$ cat src/rtl/pr_pkg.sv
package pr_pkg;
    typedef enum logic [1:0] {
        ST_IDLE  = 2'd0,
        ST_LOAD  = 2'd1,
        ST_RESET = 2'd2
    } pr_state_e;

    localparam logic [1:0] A_CTRL = 2'd0;
    localparam logic [1:0] A_STAT = 2'd1;
    localparam logic [1:0] A_DATA = 2'd2;
    localparam logic [1:0] A_ERR  = 2'd3;

    localparam int B_RREQ  = 0;
    localparam int B_ACK   = 4;
    localparam int B_REG   = 8;
    localparam int B_START = 12;
    localparam int B_CMPL  = 13;
    localparam int B_CRED  = 16;

    localparam int N_ERR   = 5;
    localparam int E_OP    = 0;
    localparam int E_CRC   = 1;
    localparam int E_INCMP = 2;
    localparam int E_PROTO = 3;
    localparam int E_OVF   = 4;
endpackage

$ cat src/rtl/pr_word_fifo.sv
module pr_word_fifo #(
    parameter int DEPTH = 16,
    parameter int W     = 32,
    localparam int AW   = $clog2(DEPTH),
    localparam int CW   = $clog2(DEPTH + 1)
) (
    input  logic          clk,
    input  logic          rst_n,
    input  logic          push_i,
    input  logic [W-1:0]  data_i,
    input  logic          pop_i,
    input  logic          flush_i,
    output logic [W-1:0]  head_o,
    output logic [CW-1:0] count_o
);
    typedef struct packed {
        logic [AW-1:0] wp;
        logic [AW-1:0] rp;
        logic [CW-1:0] cnt;
    } ptr_t;

    ptr_t ptr_d, ptr_q;
    logic [W-1:0] mem_q [DEPTH];

    always_comb begin
        ptr_d = ptr_q;
        if (flush_i) begin
            ptr_d = '0;
        end else begin
            if (push_i) ptr_d.wp = ptr_q.wp + AW'(1);
            if (pop_i)  ptr_d.rp = ptr_q.rp + AW'(1);
            ptr_d.cnt = ptr_q.cnt + CW'(push_i) - CW'(pop_i);
        end
    end

    always_ff @(posedge clk) begin
        if (!rst_n) ptr_q <= '0;
        else        ptr_q <= ptr_d;
    end

    always_ff @(posedge clk) begin
        if (push_i) mem_q[ptr_q.wp] <= data_i;
    end

    assign head_o  = mem_q[ptr_q.rp];
    assign count_o = ptr_q.cnt;


    no_overflow_chk: assert property (@(posedge clk) disable iff (!rst_n)
        push_i |-> (ptr_q.cnt < CW'(DEPTH)));


    no_underflow_chk: assert property (@(posedge clk) disable iff (!rst_n)
        pop_i |-> (ptr_q.cnt != '0));
endmodule

$ cat src/rtl/pr_err_flags.sv
module pr_err_flags #(
    parameter int N = 5
) (
    input  logic         clk,
    input  logic         rst_n,
    input  logic [N-1:0] set_i,
    input  logic [N-1:0] clr_i,
    output logic [N-1:0] flags_o
);
    logic [N-1:0] flags_d, flags_q;

    always_comb begin
        flags_d = (flags_q & ~clr_i) | set_i;
    end

    always_ff @(posedge clk) begin
        if (!rst_n) flags_q <= '0;
        else        flags_q <= flags_d;
    end

    assign flags_o = flags_q;


    clear_only_by_write_chk: assert property (@(posedge clk) disable iff (!rst_n)
        ((($past(flags_q) & ~flags_q) & ~$past(clr_i)) == '0));
endmodule

$ cat src/rtl/pr_loader.sv
module pr_loader
    import pr_pkg::*;
#(
    parameter int DEPTH      = 16,
    parameter int RST_CYCLES = 4,
    parameter int REGION_W   = 4,
    localparam int CW        = $clog2(DEPTH + 1),
    localparam int RCW       = $clog2(RST_CYCLES + 1)
) (
    input  logic                clk,
    input  logic                rst_n,
    input  logic [1:0]          reg_addr,
    input  logic                reg_wr,
    input  logic [63:0]         reg_wdata,
    output logic [63:0]         reg_rdata,
    input  logic                sink_ready,
    output logic                sink_valid,
    output logic [31:0]         sink_word,
    output logic [REGION_W-1:0] pr_region,
    input  logic                inj_crc,
    input  logic                inj_incompat,
    input  logic                inj_proto
);
    typedef struct packed {
        pr_state_e           state;
        logic                rreq;
        logic                ack;
        logic [REGION_W-1:0] region;
        logic                start;
        logic                cmpl;
        logic [RCW-1:0]      rcnt;
    } ctl_t;

    ctl_t ctl_d, ctl_q;
    logic push, pop, flush;
    logic [N_ERR-1:0] err_set, err_clr, err_flags;
    logic [CW-1:0] fifo_cnt, credit;
    logic wr_ctrl, wr_data, wr_err;

    assign wr_ctrl = reg_wr && (reg_addr == A_CTRL);
    assign wr_data = reg_wr && (reg_addr == A_DATA);
    assign wr_err  = reg_wr && (reg_addr == A_ERR);
    assign credit  = CW'(DEPTH) - fifo_cnt;

    pr_word_fifo #(.DEPTH(DEPTH), .W(32)) u_fifo (
        .clk(clk), .rst_n(rst_n), .push_i(push), .data_i(reg_wdata[31:0]),
        .pop_i(pop), .flush_i(flush), .head_o(sink_word), .count_o(fifo_cnt)
    );

    pr_err_flags #(.N(N_ERR)) u_err (
        .clk(clk), .rst_n(rst_n), .set_i(err_set), .clr_i(err_clr), .flags_o(err_flags)
    );

    always_comb begin
        ctl_d   = ctl_q;
        err_set = '0;
        push    = 1'b0;
        flush   = 1'b0;
        err_clr = wr_err ? reg_wdata[N_ERR-1:0] : '0;
        pop     = (ctl_q.state == ST_LOAD) && sink_ready && (fifo_cnt != '0);

        if (wr_data) begin
            if (!ctl_q.start)                 err_set[E_PROTO] = 1'b1;
            else if (fifo_cnt == CW'(DEPTH))  err_set[E_OVF]   = 1'b1;
            else                              push             = 1'b1;
        end

        if (ctl_q.state == ST_LOAD) begin
            if (inj_crc)      err_set[E_CRC]   = 1'b1;
            if (inj_incompat) err_set[E_INCMP] = 1'b1;
            if (inj_proto)    err_set[E_PROTO] = 1'b1;
        end

        if (!ctl_q.rreq) ctl_d.ack = 1'b0;

        if (wr_ctrl) begin
            ctl_d.rreq   = reg_wdata[B_RREQ];
            ctl_d.region = reg_wdata[B_REG +: REGION_W];
            if (reg_wdata[B_START] && ctl_q.state == ST_IDLE && !ctl_q.rreq && !ctl_q.start) begin
                ctl_d.start = 1'b1;
                ctl_d.state = ST_LOAD;
            end
            if (reg_wdata[B_CMPL]) begin
                if (ctl_q.start) ctl_d.cmpl = 1'b1;
                else             err_set[E_OP] = 1'b1;
            end
        end

        if (ctl_q.state == ST_LOAD && ctl_q.cmpl && fifo_cnt == '0 && !push) begin
            ctl_d.state = ST_IDLE;
            ctl_d.start = 1'b0;
            ctl_d.cmpl  = 1'b0;
        end

        if (ctl_q.state == ST_RESET) begin
            flush      = 1'b1;
            ctl_d.rcnt = ctl_q.rcnt + RCW'(1);
            if (ctl_q.rcnt == RCW'(RST_CYCLES - 1)) begin
                ctl_d.state = ST_IDLE;
                ctl_d.ack   = 1'b1;
            end
        end else if (ctl_q.rreq && !ctl_q.ack) begin
            ctl_d.state = ST_RESET;
            ctl_d.rcnt  = '0;
            ctl_d.start = 1'b0;
            ctl_d.cmpl  = 1'b0;
            flush       = 1'b1;
        end
    end

    always_ff @(posedge clk) begin
        if (!rst_n) begin
            ctl_q       <= '0;
            ctl_q.state <= ST_IDLE;
        end else begin
            ctl_q <= ctl_d;
        end
    end

    always_comb begin
        reg_rdata = '0;
        case (reg_addr)
            A_CTRL: begin
                reg_rdata[B_RREQ]              = ctl_q.rreq;
                reg_rdata[B_ACK]               = ctl_q.ack;
                reg_rdata[B_REG +: REGION_W]   = ctl_q.region;
                reg_rdata[B_START]             = ctl_q.start;
                reg_rdata[B_CMPL]              = ctl_q.cmpl;
            end
            A_STAT: begin
                reg_rdata[1:0]           = ctl_q.state;
                reg_rdata[B_CRED +: CW]  = credit;
            end
            A_ERR:   reg_rdata[N_ERR-1:0] = err_flags;
            default: reg_rdata = '0;
        endcase
    end

    assign sink_valid = pop;
    assign pr_region  = ctl_q.region;

    logic       start_q;
    logic [1:0] state_q;
    assign start_q = ctl_q.start;
    assign state_q = ctl_q.state;


    ack_after_reset_chk: assert property (@(posedge clk) disable iff (!rst_n)
        $rose(ctl_q.ack) |-> ($past(state_q) == ST_RESET));


    start_release_chk: assert property (@(posedge clk) disable iff (!rst_n)
        $fell(start_q) |-> (state_q == ST_RESET || $past(fifo_cnt) == '0));
endmodule

$ cat config.mk
export PLATFORM = sky130hd
export DESIGN_NAME = pr_loader
export DESIGN_NICKNAME = d
export VERILOG_FILES = /design/src/rtl/pr_pkg.sv /design/src/rtl/pr_word_fifo.sv /design/src/rtl/pr_err_flags.sv /design/src/rtl/pr_loader.sv
export SDC_FILE = /design/constraint.sdc
export NUM_CORES = 1
export LEC_CHECK = 0
export BUFFER_PORTS_ARGS = -buffer_cell sky130_fd_sc_hd__buf_2
export CORE_UTILIZATION = 50
export CTS_CLUSTER_DIAMETER = 200
export DETAILED_ROUTE_END_ITERATION = 6
export PLACE_DENSITY = 0.71
export SLEW_MARGIN = 20
export SYNTH_ARGS = -nofsm -noshare
export SYNTH_HDL_FRONTEND = slang
export SYNTH_SLANG_ARGS = --single-unit
export TNS_END_PERCENT = 1
$ cat constraint.sdc
create_clock -name clk -period 4 [get_ports clk]
set_clock_uncertainty 0.05 [all_clocks]
set_input_delay 0.2 -clock clk [delete_from_list [all_inputs] [get_ports clk]]
set_output_delay 0.2 -clock clk [all_outputs]
set_load 0.005 [all_outputs]
# After elaboration in Yosys (flattened, before gate mapping)
# Memory sizes are Yosys's and may differ from the RTL's. A register that Yosys moved wholly into a read port is not among the register bits.
# Cells that the tools add are included.
# op_classes
addsub	6
n_mul	0
n_div	0
magnitude_cmp	0
eq_ne	7
shifts	0
mux	43
bitwise_logic	4
reduce_logical	22
# ops
cell	count
2-to-1 mux 1 bit	21
2-to-1 mux 2 bit	10
2-to-1 mux 5 bit	3
logical AND 1 bit	12
2-to-1 mux 3 bit	3
adder 4 x 1 -> 4 bit, second input constant	2
2-to-1 mux 4 bit	2
== test 2 bit, second input constant	3
2-to-1 mux 6 bit	1
adder 5 x 1 -> 5 bit	1
AND 5 bit	1
== test 5 bit, second input constant	1
logical NOT 5 bit	1
NOT 5 bit	1
OR 5 bit	1
nonzero test 5 bit	1
subtractor 5 x 1 -> 5 bit	1
subtractor 5 bit, first input constant	1
== test 2 x 1 -> 1 bit, second input constant	2
logical NOT 1 bit	4
logical NOT 2 bit	2
case mux 1 bit (2 select lines)	2
adder 3 x 1 -> 3 bit, second input constant	1
== test 3 x 2 -> 1 bit, second input constant	1
4 further kinds	4
# word_totals
ff_bits	31
latchBits	0
ramBits	512
rom_bits	0
in_bits	73
output_inout_bits	101
wordCells	94
n_memories	1
# mem_list
name	words	width	read_ports	rd_clocked_by_memory_dff	write_ports	line	source
u_fifo.mem_q	16	32	1	1	1	pr_word_fifo.sv:23	logic [W-1:0] mem_q [DEPTH];

# Longest topological paths before layout
# logic_depth
ltp_word	9
mapped_depth	13
depth_no_buf	12

# Modules after synthesis
# Synthesis repeated with hierarchy kept, for this count alone.
# unflattened
cells_unflattened	1067
area_unflattened_um2	21539.4
# by_module_without_submodules
mod	n_inst	cells_per_inst	area_per_inst_um2	seq_area_each_um2
pr_word_fifo	1	884	19995.4	15715.1
pr_loader	1	168	1337.5	260.2
pr_err_flags	1	15	206.4	100.1

# Worst setup path after synthesis
# OpenSTA, ideal clock, no wires.
# synth_timing
path_kind	reg-to-reg
from	reg u_fifo.ptr_q (netlist bit u_fifo.count_o[1])
to	mem u_fifo.mem_q[3][0] (enable)
setup_ns	0.461
arrival_ns	3.724
t_required_ns	3.489
path_slack_ns	-0.235
stages_incl_launch_ff	9
path_buffers	1
period_less_slack_ns	4.235
cell_sequence	dfxtp_1 -> inv_1 -> ha_1 -> and2_1 -> ha_1 -> and4b_1 -> buf_2 -> nand2_1 -> nor3_1
# synth_between
elab_chain_cells	6
# synth_lines
element	line	source
start, declared	pr_word_fifo.sv:22	ptr_t ptr_d, ptr_q;
start signal, assigned	pr_word_fifo.sv:38	else ptr_q <= ptr_d;
== test 5 bit	pr_loader.sv:64	else if (fifo_cnt == CW'(DEPTH)) err_set[E_OVF] = 1'b1;
2-to-1 mux 1 bit	pr_loader.sv:64	
2-to-1 mux 1 bit	pr_loader.sv:63	if (!ctl_q.start) err_set[E_PROTO] = 1'b1;
2-to-1 mux 1 bit	pr_loader.sv:62	if (wr_data) begin
via push	pr_loader.sv:35	logic push, pop, flush;
2-to-1 mux 1 bit	pr_word_fifo.sv:42	if (push_i) mem_q[ptr_q.wp] <= data_i;
2-to-1 mux 1 bit (not written as such)	pr_word_fifo.sv:42	
end, declared	pr_word_fifo.sv:23	
# The timed path passes the listed nets, and every way through them passes these cells.

# Final worst setup path
# layout_timing
from	reg u_fifo.ptr_q (netlist bit u_fifo.count_o[1])
to	mem u_fifo.mem_q[3][14] (enable)
# layout_between
elab_chain_cells	6
# layout_lines
element	line
== test 5 bit	pr_loader.sv:64
2-to-1 mux 1 bit	pr_loader.sv:64
2-to-1 mux 1 bit	pr_loader.sv:63
2-to-1 mux 1 bit	pr_loader.sv:62
2-to-1 mux 1 bit	pr_word_fifo.sv:42
2-to-1 mux 1 bit (not written as such)	pr_word_fifo.sv:42
# Every way passes these cells.

==> results.md <==
- Status: completed
- Sw Share: between 10% and 20%
- Clock network power share: 43.9%
- Post-Synth Adder-Cell Area: 1.322%
- Core Area: 42040 sq um
- Crit end category: flip-flop
- Final Hold Vio Count: 0
- Depth of the worst hold-timing path: 4
- Hold slack: 0.1672 ns
- R2R Path End: u_fifo.mem_q[3][14]$_DFFE_PP_
- Post-CTS Hold Fix Bufs: 42
- Postcts setup bufs: 0
- Initial core utilization: 50.89%
- RSZ-0062 raised after global routing: no
- Worst EP arrival: 3.49 ns
- Die width: 208.8 microns
- H-tree depth: 2
- Filler cell count: 2993
- Die extent in y: 208.8 microns
- Switch Pwr: 0.002189 W
- Post-route setup slack: 0.7249 ns
- Post-placement setup slack: around 0.74 ns
- Synth Cell Area: 21390 sq um
- Cells after Synth: between 1000 and 1500
- Maximum VDD drop: 0.3081 mV
- Clk_lat worst skew: 0.59 ns
- Root Buffer: clkbuf_16
- Static leakage: 8.025 nW
- Setup crit start kind: flip-flop
- Bufs on Longest Clock Path: 3
- Ports: 174
- Register area: 16080 sq um
- R2r setup slk: 0.72 ns
- Synth unique cells: 40
- Gr ovfl total: 0
- NumNets Final: 1319
- Flop pwr share: between 50% and 60%
- Detailed placer's ending HPWL: 23660 microns
- Xor-xnor portion of the synthesized cell area: 0.4503%
- Overall Power: around 0.011 W
- Max_slew headroom: 23.34%
- Final period util: 81.88%
- IO buf count: 93
- WL per Instance: between 20 and 25 microns
- Largest family of logic cells by synthesized area: multiplexers
- Critical path peak fanout: 23
- Period minus WS final: 3.275 ns
- Drt pass-1 iters: 5
- Power per cell area: 463.0 nW/um^2
- Final setup vio count: 0
- Clock sink count: between 500 and 600
- Worst-margin pin slew: between 1 and 1.5 ns
- Min-delay worst type: in2reg
- Worst reg2reg startpoint: u_fifo.count_o[1]$_SDFF_PP0_
- Post-route DRC: 0
- First-pass GRT wire length: about 65000 microns
- Multi-input gate area in the final layout: a little under 5000 sq um
- Cts repair resizes: 0
- Total Wirelength: 43360 microns
- Clk slew on worst S/H paths: 0.06 ns
- P&R area growth vs syn: 15.88%
- Largest net degree at the start of global routing: 58
- Yosys warnings: 0
- TritonCTS Buffers: 53
- Overall routing resource usage: between 20% and 30%
- CP Class: reg2reg
- TritonCTS clock tree: yes
- Via/cell ratio: roughly 5.7
- Share of layout cells above drive strength 1: 27.76%
- Simple-gate share of the synthesized area: about 3.1%
- Register area share after synthesis: around 75%
- Final core occ: about three fifths
- Final Cell Area: 24790 sq um
- 1st-iter DRT viols: 845
- Compound-gate portion of the synthesized area: 3.176%
- GPL Wtd Cong: 0.7585
- Post-synthesis mux area share: 13.62%
- Vias in the first global route: 10601
- Req. time, crit path: 4.22 ns
- Comb pwr share: 1.6%
- Synthesized flop and latch total: 547
- Max Fclk: 305.3 MHz
- Pint: 0.009288 W
- Placement-stage cell area: ~23000 sq um
- Mapped Avg Cell Area: 20.16 sq um
- Worst Setup SP: u_fifo.count_o[1]$_SDFF_PP0_
- Final Max Slew Viols: 0
- DIE AREA: 43620 sq um
- Routed via count: ~10000
- FP Rows: 75
- Hold path start: reg_addr[1]
- Worst Hold Endpoint: u_err.flags_o[4]$_SDFF_PN0_
- Initial antenna violation count: 0
- Worst reg2reg path depth: 8
- Max-cap violation count: 0
- Final antenna-violating net count: 0
## power groups by stage
stage	logic, W	clock network, W	registers (W)
2_1_floorplan	0.0000811	0	0.00638
4_1_cts	0.000183	0.00511	0.00626
3_5_place_dp	0.000150	0	0.00638
5_1_grt	0.000203	0.00533	0.00626
6_report	0.000183	0.00504	0.00626
3_3_place_gp	0.000143	0	0.00638
## routing by layer
layer  part of all wire [%]  routed length, microns  GRT usage (%)  up-vias
li1                       -                       -              -     4533
met2                     49                   21150          32.17      371
met3                    6.3                    2731          3.877       53
met5                      0                       0              0        -
met4                    1.6                     714          4.716        0
met1                     43                   18760          28.71     5400
## flip-flops by register name, indices dropped and copies added, names as in the netlist, named ones only
register and cells:
u_fifo.count_o 5, start_q 1, u_fifo.mem_q 512, ctl_q 6
pr_region 4, u_fifo.ptr_q 8, state_q 2, u_err.flags_o 5
## metrics by stage
stage / TNS, ns / std cells
after global placement: 0 / 1665
final: 0 / 1808
after CTS: 0 / 1806
after detailed placement: 0 / 1665
after global routing: 0 / 1807
after floorplan: -19.56 / 1108
## critical path: stages, from the launching register on
cell and delay, ns:
dfxtp_1 0.34, inv_1 0.11, ha_1 0.24, and2_1 0.18, ha_1 0.20, and4b_1 0.52
nand2_1 0.37, nor3_4 0.63, buf_12 0.30
## worst max path at each step
stage / slack [ns] / cells past startpoint / to
2_1_floorplan: -0.20 / 8 / u_fifo.mem_q[0][0]$_DFFE_PP_
3_3_place_gp: 0.80 / 8 / u_fifo.mem_q[3][14]$_DFFE_PP_
3_5_place_dp: 0.74 / 8 / u_fifo.mem_q[3][14]$_DFFE_PP_
4_1_cts: 0.70 / 8 / u_fifo.mem_q[3][14]$_DFFE_PP_
5_1_grt: 0.55 / 8 / u_fifo.mem_q[3][19]$_DFFE_PP_
6_report: 0.72 / 8 / u_fifo.mem_q[3][14]$_DFFE_PP_
## logic make-up after synthesis
group | count (synthesis)
other | 1
buffers and inverters | 118
AO/OA/AOI/OAI | 91
XOR/XNOR | 11
flip-flops | 547
adder cells (fa/ha/maj) | 22
multiplexers | 131
AND/OR/NAND/NOR | 140
## layout by cell type (no fill, tap or decap), types with 4 or more instances in the layout
master and count:
clkbuf_1 15, dfxtp_1 33, clkinv_2 9, xnor2_1 5, buf_12 11, bufinv_16 7, ha_1 21, mux4_2 128
buf_4 19, a22oi_1 69, dlygate4sd3_1 42, nand2_1 54, nor2b_1 10, nor2_4 13, buf_2 93, nor2_1 20
clkbuf_8 4, and2_1 14, edfxtp_1 512, clkinv_1 6, and3_1 4, nand3_1 6, clkbuf_16 53, nand2b_1 4
conb_1 48, inv_6 4, xor2_1 6, inv_1 13, a21boi_0 7, a21oi_1 4
## cells in the mapped netlist
library cell | count | area share (%)
nand4b_1 | 1 | 0.041
a32o_1 | 1 | 0.047
buf_1 | 10 | 0.18
nor3_1 | 5 | 0.12
o211a_1 | 1 | 0.047
o221ai_1 | 1 | 0.041
o21a_1 | 1 | 0.035
and4b_1 | 1 | 0.047
a222oi_1 | 1 | 0.047
nor2_1 | 33 | 0.58
a21oi_1 | 4 | 0.094
a21boi_0 | 7 | 0.25
a221oi_1 | 1 | 0.041
nand3_1 | 6 | 0.14
and2_1 | 15 | 0.44
dfxtp_1 | 35 | 3.3
a22oi_1 | 69 | 2.4
nand4_1 | 3 | 0.088
a31oi_1 | 1 | 0.029
buf_2 | 12 | 0.28
xor2_1 | 6 | 0.25
nor2b_1 | 12 | 0.35
inv_1 | 13 | 0.23
nand2_1 | 54 | 0.95
mux2i_1 | 3 | 0.14
a41oi_1 | 1 | 0.041
a22o_1 | 1 | 0.041
mux4_2 | 128 | 13
fa_1 | 1 | 0.094
nor3b_1 | 1 | 0.035
ha_1 | 21 | 1.2
nand2b_1 | 4 | 0.12
conb_1 | 1 | 0.018
o21ai_0 | 2 | 0.047
edfxtp_1 | 512 | 72
clkbuf_1 | 22 | 0.39
and3_1 | 4 | 0.12
buf_4 | 61 | 2.1
xnor2_1 | 5 | 0.20
nor4bb_1 | 1 | 0.047
## final cells by class
cell class                 count  share of cell area (%)
clock inverter                27                   1.292
antenna                        1                 0.01009
inverter                      13                  0.1968
multi-input combinational    443                   19.96
clock buffer                  72                   5.799
tap                          539                   2.720
timing repair buffer         166                   5.148
sequential                   547                   64.88
Power figures use the tool's default switching activity.
